`src/rtl/vbr_pkg.sv`:
```
package vbr_pkg;
  typedef enum logic {ST_IDLE, ST_RUN} st_e;

  typedef struct packed {
    logic [3:0] bo;
    logic [1:0] bi;
    logic       all;
    logic       sz;
    logic       snz;
    logic       ctr_test;
    logic       cti;
    logic       vlset;
    logic       vsb;
    logic       vli;
    logic       scalar;
    logic       mode32;
  } cfg_t;
endpackage

```
`src/rtl/vbr_elem_eval.sv`:
```
module vbr_elem_eval
  import vbr_pkg::*;
(
  input  cfg_t       cfg_i,
  input  logic       masked_i,
  input  logic [3:0] cf_bits_i,
  input  logic       ctr_nz_i,
  output logic       skip_o,
  output logic       pass_o,
  output logic       dec_o
);
  logic test_bit, el_ok, ctr_ok;

  always_comb begin
    test_bit = masked_i ? cfg_i.snz : cf_bits_i[cfg_i.bi];
    el_ok    = cfg_i.bo[0] | ~(test_bit ^ cfg_i.bo[1]);
    ctr_ok   = cfg_i.bo[2] | (ctr_nz_i ^ cfg_i.bo[3]);
    pass_o   = el_ok & ctr_ok;
    skip_o   = masked_i & ~cfg_i.sz;
    if (skip_o) dec_o = ~cfg_i.bo[2] & cfg_i.ctr_test & ~cfg_i.cti;
    else        dec_o = ~cfg_i.bo[2] & ~(cfg_i.ctr_test & (el_ok ^ cfg_i.cti));
  end
endmodule

```
`src/rtl/vbr_ctr_unit.sv`:
```
module vbr_ctr_unit #(
  parameter int CTR_W = 64
) (
  input  logic             clk_i,
  input  logic             rst_ni,
  input  logic             load_i,
  input  logic [CTR_W-1:0] load_val_i,
  input  logic             dec_i,
  input  logic             mode32_i,
  output logic [CTR_W-1:0] count_o,
  output logic             nz_o
);
  logic [CTR_W-1:0] count_q;

  always_ff @(posedge clk_i or negedge rst_ni) begin
    if (!rst_ni)     count_q <= '0;
    else if (load_i) count_q <= load_val_i;
    else if (dec_i)  count_q <= count_q - CTR_W'(1);
  end

  generate
    if (CTR_W > 32) begin : g_wide
      assign nz_o = mode32_i ? (|count_q[31:0]) : (|count_q);
    end else begin : g_narrow
      logic unused_mode;
      assign unused_mode = mode32_i;
      assign nz_o = |count_q;
    end
  endgenerate

  assign count_o = count_q;
endmodule

```
`src/rtl/vbr_step_ctrl.sv`:
```
module vbr_step_ctrl
  import vbr_pkg::*;
#(
  parameter int VL_W = 7
) (
  input  logic            clk_i,
  input  logic            rst_ni,
  input  logic            start_i,
  input  logic [VL_W-1:0] vl_i,
  input  logic            exit_i,
  output logic            busy_o,
  output logic [VL_W-1:0] step_o,
  output logic            last_o
);
  st_e             st_q;
  logic [VL_W-1:0] step_q, lim_q;

  always_ff @(posedge clk_i or negedge rst_ni) begin
    if (!rst_ni) begin
      st_q   <= ST_IDLE;
      step_q <= '0;
      lim_q  <= '0;
    end else if (st_q == ST_IDLE) begin
      if (start_i && vl_i != '0) begin
        st_q   <= ST_RUN;
        step_q <= '0;
        lim_q  <= vl_i;
      end
    end else if (exit_i) begin
      st_q   <= ST_IDLE;
      step_q <= '0;
    end else begin
      step_q <= step_q + VL_W'(1);
    end
  end

  assign busy_o = (st_q == ST_RUN);
  assign step_o = step_q;
  assign last_o = (step_q + VL_W'(1)) == lim_q;
endmodule

```
`src/rtl/vbr_reduce_seq.sv`:
```
module vbr_reduce_seq
  import vbr_pkg::*;
#(
  parameter int MAX_VL = 64,
  parameter int IDX_W  = 7,
  parameter int CTR_W  = 64,
  parameter int VL_W   = $clog2(MAX_VL + 1)
) (
  input  logic              clk_i,
  input  logic              rst_ni,
  input  logic              start_i,
  input  logic [3:0]        bo_i,
  input  logic [1:0]        bi_i,
  input  logic              all_i,
  input  logic              sz_i,
  input  logic              snz_i,
  input  logic              ctr_test_i,
  input  logic              cti_i,
  input  logic              vlset_i,
  input  logic              vsb_i,
  input  logic              vli_i,
  input  logic              scalar_i,
  input  logic              mode32_i,
  input  logic [IDX_W-1:0]  base_i,
  input  logic [MAX_VL-1:0] pred_i,
  input  logic [VL_W-1:0]   vl_i,
  input  logic [CTR_W-1:0]  ctr_i,
  output logic              cf_rd_o,
  output logic [IDX_W-1:0]  cf_idx_o,
  input  logic [3:0]        cf_data_i,
  output logic              done_o,
  output logic              cond_o,
  output logic [CTR_W-1:0]  ctr_o,
  output logic [VL_W-1:0]   vl_o
);
  localparam int SEL_W = (MAX_VL > 1) ? $clog2(MAX_VL) : 1;

  cfg_t              cfg_q;
  logic [MAX_VL-1:0] pred_q;
  logic [IDX_W-1:0]  base_q;
  logic [VL_W-1:0]   vl_eff, vl_out_q, step;
  logic              acc_q, done_q, busy, last, start_ok;
  logic              masked, skip, pass, dec, ctr_nz, vset_hit, exit_w;

  assign start_ok = start_i & ~busy;
  assign vl_eff   = (vl_i > VL_W'(MAX_VL)) ? VL_W'(MAX_VL) : vl_i;

  vbr_step_ctrl #(.VL_W(VL_W)) u_ctrl (
    .clk_i  (clk_i),
    .rst_ni (rst_ni),
    .start_i(start_ok),
    .vl_i   (vl_eff),
    .exit_i (exit_w),
    .busy_o (busy),
    .step_o (step),
    .last_o (last)
  );

  assign masked = ~pred_q[step[SEL_W-1:0]];

  vbr_elem_eval u_eval (
    .cfg_i    (cfg_q),
    .masked_i (masked),
    .cf_bits_i(cf_data_i),
    .ctr_nz_i (ctr_nz),
    .skip_o   (skip),
    .pass_o   (pass),
    .dec_o    (dec)
  );

  vbr_ctr_unit #(.CTR_W(CTR_W)) u_ctr (
    .clk_i     (clk_i),
    .rst_ni    (rst_ni),
    .load_i    (start_ok),
    .load_val_i(ctr_i),
    .dec_i     (busy & dec),
    .mode32_i  (cfg_q.mode32),
    .count_o   (ctr_o),
    .nz_o      (ctr_nz)
  );

  assign vset_hit = cfg_q.vlset & (pass == cfg_q.vsb);
  // skipped elements never trigger the test-based exits
  assign exit_w = busy & (last | cfg_q.scalar |
                  (~skip & (vset_hit | (cfg_q.all != pass))));

  always_ff @(posedge clk_i or negedge rst_ni) begin
    if (!rst_ni) begin
      cfg_q    <= '0;
      pred_q   <= '0;
      base_q   <= '0;
      acc_q    <= 1'b0;
      vl_out_q <= '0;
      done_q   <= 1'b0;
    end else begin
      done_q <= 1'b0;
      if (start_ok) begin
        cfg_q    <= '{bo: bo_i, bi: bi_i, all: all_i, sz: sz_i, snz: snz_i,
                      ctr_test: ctr_test_i, cti: cti_i, vlset: vlset_i,
                      vsb: vsb_i, vli: vli_i, scalar: scalar_i, mode32: mode32_i};
        pred_q   <= pred_i;
        base_q   <= base_i;
        acc_q    <= all_i;
        vl_out_q <= vl_i;
        done_q   <= (vl_i == '0);
      end else if (busy) begin
        if (!skip) acc_q <= cfg_q.all ? (acc_q & pass) : (acc_q | pass);
        if (!skip && vset_hit)
          vl_out_q <= cfg_q.vli ? step + VL_W'(1) : step;
        done_q <= exit_w;
      end
    end
  end

  assign cf_rd_o  = busy & ~masked;
  assign cf_idx_o = base_q + IDX_W'(step);
  assign done_o   = done_q;
  assign cond_o   = acc_q;
  assign vl_o     = vl_out_q;
endmodule

```
`config.mk`:
```
export PLATFORM = sky130hd
export DESIGN_NAME = vbr_reduce_seq
export DESIGN_NICKNAME = d
export VERILOG_FILES = /design/src/rtl/vbr_pkg.sv /design/src/rtl/vbr_elem_eval.sv /design/src/rtl/vbr_ctr_unit.sv /design/src/rtl/vbr_step_ctrl.sv /design/src/rtl/vbr_reduce_seq.sv
export SDC_FILE = /design/constraint.sdc
export NUM_CORES = 1
export LEC_CHECK = 0
export ABC_CLOCK_PERIOD_IN_PS = 11760
export CAP_MARGIN = 20
export CORE_AREA = 2 2 134 136
export CTS_BUF_LIST = sky130_fd_sc_hd__clkbuf_4 sky130_fd_sc_hd__clkbuf_8
export DETAILED_ROUTE_END_ITERATION = 10
export DIE_AREA = 0 0 136 138
export PLACE_DENSITY = 0.95
export REMOVE_ABC_BUFFERS = 1
export SYNTH_ARGS = -nofsm -noshare
export SYNTH_HDL_FRONTEND = slang
export SYNTH_SLANG_ARGS = --single-unit
```
`constraint.sdc`:
```
create_clock -name clk_i -period 11.76 [get_ports clk_i]
set_input_delay 2.352 -clock clk_i [delete_from_list [all_inputs] [get_ports clk_i]]
set_output_delay 2.352 -clock clk_i [all_outputs]
set_load 0.005 [all_outputs]
```
==> results.cfg, run 1 <==
[floorplan]
num_rows = 49
pin_count = 246
die_height_um = 138
dieArea_um2 = 18800
initial_core_util_pct = 53.3
core-area_um2 = 17500
dieWidth_um = 136

[synth]
synth_top_area_cell = dfrtp_1
yosys_warnings = 0
syn_area_um2 = 9340
synth-seq-cells = 175
synth-async-reset-ratio_pct = 100
syn_area_per_cell_um2 = 8.78
yosysSeqAreaShare_pct = 46.9
synth.area.top_cells = dfrtp_1 47%, nand2_1 13%, xnor2_1 7.1%
ys.flop_type = dfrtp_1
synth_edf_count = 0
syn_inst = 1063
synth_top_area_share_pct = 46.9
synth.distinct_cells = 53

[worst_setup_path]
regToRegSetupSlack_ps = 7010
ff2ff_path_depth = 10
rr_startpoint = u_ctr.count_o[6]
end_kind = output port
worstPathMaxFanout = 12
crit_path_start_kind = flop
cp.required_ps = 9410
crit_type = reg -> out
cp.arrival_ps = 3830
rr_endpoint = u_ctrl.step_o[4]

[finish]
final_cells = 1513
postLayoutCoreUtil_pct = 70.2
drive_gt1_share_pct = 6.31
nNetsFinal = 1446
layout.cells.most_common = nand2_1
area_growth_pct = 31.8
layout_common_cells = 335 x nand2_1, 244 x clkdlybuf4s50_1, 175 x dfrtp_1
stdcell_area_um2 = 12300

[flow_run]
cap_violations = 0

[clocking]
clock_latency_ps = 440
clkTransAtPathRegs_ps = 80
cts_resized = 0
clkSinkCount = 175
cts_setup_buffers = 0
cts-htree-levels = 4
cts_tree = built
cts.path.max_buffers = 2
cts_root_buf = clkbuf_8
cts_buffers = 17
ctsHoldBuffers = 0

[detailed_routing]
routed_wl_um = 25700
num_vias = 8476
dr.first_iter.drc_count = 510
routedWlPerCell_um = 17.0
post-route-drc-count = 0
first_pass_iters = 5
postRouteAntennaNets = 0
routed_via_density = 5.60

[power_and_ir_drop]
p_leak_nw = 5.15
ir_drop_mv = 0.260
powerDensity_nw_per_um2 = 235

[global_routing]
gr-total-overflow = 0
use_met2_pct = 44.4
globalRoute.busiestLayer = met2
antenna_found_initial = 1
grt_pass1_vias = 8610
grt_usage_pct = 27.6
gr-usage-met1_pct = 36.0
gr-usage-met3_pct = 4.14
grt_pass1_wl_um = 41500
grt_max_degree = 104

[sta]
relSlewSlack_pct = 36.6
tightest_slew_ps = 952
setup_viol = 0
fin_ws_ps = 5580
finalHoldViolCount = 0
finalCritPeriodShare_pct = 52.5
fin_skew_ps = 16.1
report.final.slew_viol_count = 0
finalCriticalPeriod_ps = 6180
rsz0062_at_grt = false
fmax_mhz = 162
finalSetupTns_ps = 0

[worst_hold_path]
hold_start = pred_q[30]
holdPathStages = 2
whs_endpoint = pred_q[30]
hold_class = reg -> reg

[placed_design]
io_buffers = 245
post-dp-hpwl_um = 18200
place_area_um2 = 11900
place_inst = 1480
routabilityCongestion = 0.910
dp_slack_ps = 5990

[status]
status = finished clean
[power breakdown]
part / internal (mW) / leakage [nW] / switching (mW)
combinational: 0.672 / 2.82 / 0.672
sequential: 0.888 / 2.14 / 0.270
clock: 0.173 / 0.193 / 0.214
total: 1.73 / 5.15 / 1.16
[final cells by class]
cell class                      instances  area, um^2
Antenna cell                            1        2.50
Clock buffer                           23         304
Clock inverter                          8        58.8
Fill cell                            1323        5230
Inverter                               15        56.3
Multi-Input combinational cell        807        4670
Sequential cell                       175        4380
Tap cell                              229         287
Timing Repair Buffer                  255        2550
[worst max-delay path by stage]
| stage | start | to | slack, ps |
|---|---|---|---|
| after floorplan | start_i | u_ctrl.step_o[2] | 1410 |
| after global placement | u_ctrl.step_o[0] | cf_rd_o | 6010 |
| after detailed placement | u_ctrl.step_o[0] | cf_rd_o | 5990 |
| after CTS | u_ctrl.step_o[0] | cf_rd_o | 5520 |
| after global routing | u_ctrl.step_o[0] | cf_rd_o | 5220 |
| final | u_ctrl.step_o[0] | cf_rd_o | 5580 |
[flip-flops by register name, summed over array words and instances, names as in the netlist]
signal	cells
pred_q	64
u_ctr.count_o	64
u_ctrl.step_o	7
cfg_q	16
u_ctrl.busy_o	1
vl_o	7
done_o	1
base_q	7
u_ctrl.lim_q	7
cond_o	1
[logic make-up (layout without fill, tap and decap cells)]
| logic type | after synthesis | count (layout) | share of synthesized area (%) |
|---|---|---|---|
| XOR/XNOR | 81 | 81 | 7.60 |
| multiplexers | 28 | 28 | 5.33 |
| AO/OA/AOI/OAI | 132 | 132 | 8.20 |
| adder cells (fa/ha/maj) | 10 | 10 | 1.42 |
| AND/OR/NAND/NOR | 556 | 556 | 27.1 |
| other | 0 | 1 | 0 |
| buffers and inverters | 81 | 301 | 3.40 |
| flip-flops | 175 | 175 | 46.9 |
[worst max-delay path, stage by stage, from the launching register on]
cell and delay, ps:
dfrtp_1 830, buf_4 350, mux4_2 530, mux2i_1 140, nor2_1 70, nor4_1 730
nor2_1 100, and2_1 200, clkdlybuf4s50_1 440
[synthesized netlist by cell type, types with 4 or more instances]
cell type  count
dfrtp_1      175
xnor2_1       76
a211o_1        5
or4_1          9
a21o_1         5
nor2b_1        6
o21ai_0       64
buf_1          5
nand3_1       12
nor2_1        49
mux2i_1       10
ha_1           9
mux4_2        17
a22oi_1        4
a21boi_0       4
nor4_1        39
clkbuf_1      57
xor2_1         5
nor3b_1        6
a21oi_1       31
nand2_1      335
nand3b_1       7
inv_1         15
nor3_1        36
or3_1         21
or2_2         11
and2_1         5
o21bai_1       5
[stage by stage]
step                hold slack (ps)  total power, mW
finish                          475             2.89
detailed placement              460             2.50
CTS                             482             2.89
global placement                453             2.42
global route                    508             3.09
floorplan                       440             1.86
[routing by layer]
metal,vias up,wire length [um]
met5,-,0
met3,85,1440
met4,0,1260
met1,4046,10700
met2,329,12400
li1,4016,-
No activity file was read; power rests on OpenSTA's default activity.
==> inputs of run 2 (changes only) <==
--- a/config.mk
+++ b/config.mk
@@ -5,13 +5,13 @@
 export SDC_FILE = /design/constraint.sdc
 export NUM_CORES = 1
 export LEC_CHECK = 0
-export ABC_CLOCK_PERIOD_IN_PS = 11760
+export ABC_CLOCK_PERIOD_IN_PS = 6200
 export CAP_MARGIN = 20
-export CORE_AREA = 2 2 134 136
+export CORE_AREA = 2 2 139 141
 export CTS_BUF_LIST = sky130_fd_sc_hd__clkbuf_4 sky130_fd_sc_hd__clkbuf_8
 export DETAILED_ROUTE_END_ITERATION = 10
-export DIE_AREA = 0 0 136 138
-export PLACE_DENSITY = 0.95
+export DIE_AREA = 0 0 141 143
+export PLACE_DENSITY = 0.89
 export REMOVE_ABC_BUFFERS = 1
 export SYNTH_ARGS = -nofsm -noshare
 export SYNTH_HDL_FRONTEND = slang
==> constraint.sdc (replaced) <==
create_clock -name clk_i -period 6.2 [get_ports clk_i]
set_input_delay 1.24 -clock clk_i [delete_from_list [all_inputs] [get_ports clk_i]]
set_output_delay 1.24 -clock clk_i [all_outputs]
set_load 0.005 [all_outputs]
==> run 2 against run 1 <==
Sequential power increased by 86%; critical path depth unchanged; via count fell by 0.93%; final area grew 0.48%; count of clock-buffer cells in the layout fell by 4; register-to-register slack worse by 5600 ps; worst hold slack gained 3.1 ps; clock power grew 110%; die area increased by 7.4%; non-clock buffer count rose by 1; critical endpoint unchanged.
==> results.cfg, run 2 (same netlist as run 1, synthesis figures left out) <==
[status]
status = finished clean

[floorplan]
core-area_um2 = 18600
die_height_um = 143
initial_core_util_pct = 50.3
pin_count = 246
dieArea_um2 = 20200
dieWidth_um = 141
num_rows = 50

[placed_design]
routabilityCongestion = 0.857
io_buffers = 245
place_area_um2 = 11900
post-dp-hpwl_um = 17900

[global_routing]
grt_usage_pct = 25.7
gr-total-overflow = 0
antenna_found_initial = 0
grt_max_degree = 195
grt_pass1_wl_um = 41400
grt_pass1_vias = 8308

[sta]
finalCriticalPeriod_ps = 5060
whs_ps = 478
finalCritPeriodShare_pct = 81.5
finalHoldViolCount = 0
rsz0062_at_grt = false
fmax_mhz = 198
report.final.slew_viol_count = 0
setup_viol = 0
relSlewSlack_pct = 29.7
finalSetupTns_ps = 0
fin_skew_ps = 16.8
tightest_slew_ps = 1050

[power_and_ir_drop]
ir_drop_mv = 0.238
p_total_mw = 5.55
powerDensity_nw_per_um2 = 449
p_leak_nw = 5.18

[clocking]
cts_root_buf = clkbuf_8
clkTransAtPathRegs_ps = 90
ctsHoldBuffers = 0
cts_setup_buffers = 0
clkSinkCount = 175
cts.path.max_buffers = 2
cts_buffers = 17
clock_latency_ps = 460
cts-htree-levels = 4
cts_resized = 0
cts_tree = built

[finish]
layout_common_cells = 335 x nand2_1, 244 x clkdlybuf4s50_1, 175 x dfrtp_1
postLayoutCoreUtil_pct = 66.6
antenna_cells = 0
nNetsFinal = 1447
stdcell_area_um2 = 12400
drive_gt1_share_pct = 6.46
layout.cells.most_common = nand2_1
area_growth_pct = 32.5

[worst_setup_path]
crit_type = reg -> out
regToRegSetupSlack_ps = 1390
cp.required_ps = 4960
crit_path_start_kind = flop
end_kind = output port
cp.arrival_ps = 3820
crit_buf_inv = 2
cp_cell_sequence = buf_4 -> mux4_2 -> a22oi_1 -> a21oi_1 -> nor4_1 -> nor2_1 -> and2_1 -> clkdlybuf4s50_1
slowest_delay_ps = 800
worstPathMaxFanout = 14
crit_slowest_cell = nor4_1
worst_path_dominant_cell_family = simple AND/OR/NAND/NOR gates

[detailed_routing]
num_vias = 8397
routed_via_density = 5.53
routedWlPerCell_um = 16.8
dr.first_iter.drc_count = 604
first_pass_iters = 5
postRouteAntennaNets = 0
routed_wl_um = 25400
post-route-drc-count = 0

[flow_run]
cap_violations = 0

[worst_hold_path]
hold_class = reg -> reg
-- run 2: cell count changes in the layout (fill, tap and decap cells not counted), sizes merged --
cell / change
inv: +3
clkinv: -1
bufinv: +2
buf: +1
clkbuf: -4
diode: -1
clkinvlp: +1
-- run 2: routing by layer --
metal  share of wire [%]  wire, um  up-vias  track usage [%]
li1                    -         -     4015                -
met1                  44     11100     4024             34.5
met2                  48     12200      296             42.3
met3                 5.2      1320       62             3.55
met4                 3.2       820        0             10.6
met5                   0         0        -                0
-- run 2: report_power, final --
group          switching [mW]  total, mW  internal, mW
Clock                   0.433      0.815         0.381
Sequential              0.478       2.16          1.68
Combinational            1.28       2.57          1.30
-- run 2: layout make-up --
| cell class | count | area [um^2] |
|---|---|---|
| fillers | 1489 | 6210 |
| repair buffers | 256 | 2570 |
| clock buffers | 19 | 262 |
| multi-input cells | 807 | 4670 |
| inverters | 15 | 56.3 |
| flip-flops and latches | 175 | 4380 |
| well taps | 234 | 293 |
| clock inverters | 13 | 136 |
-- run 2: worst reg2reg max path, delay by kind of cell (launching register included) --
family | cells | cell delay (ps)
and+or+nand+nor | 2 | 890
xor gates and xnor gates | 1 | 160
AOI/OAI and AO/OA | 6 | 1900
muxes | 1 | 350
buffers and inverters | 2 | 720
DFF | 1 | 690
-- run 2: per-stage QoR --
stage,instances,worst slack (ps)
2_1_floorplan,997,-3030
3_3_place_gp,1486,1460
3_5_place_dp,1486,1370
4_1_cts,1518,1210
5_1_grt,1519,1000
6_report,1519,1140
-- run 2: final timing paths --
path,startpoint,end,cells past startpoint
max reg2reg,u_ctrl.step_o[2],u_ctr.count_o[35],12
min reg2reg,pred_q[54],pred_q[54],2
min,pred_q[54],pred_q[54],2
max in group asynchronous,rst_ni,vl_o[4],2
max,u_ctrl.step_o[2],cf_rd_o,8
min in group asynchronous,rst_ni,u_ctr.count_o[7],1
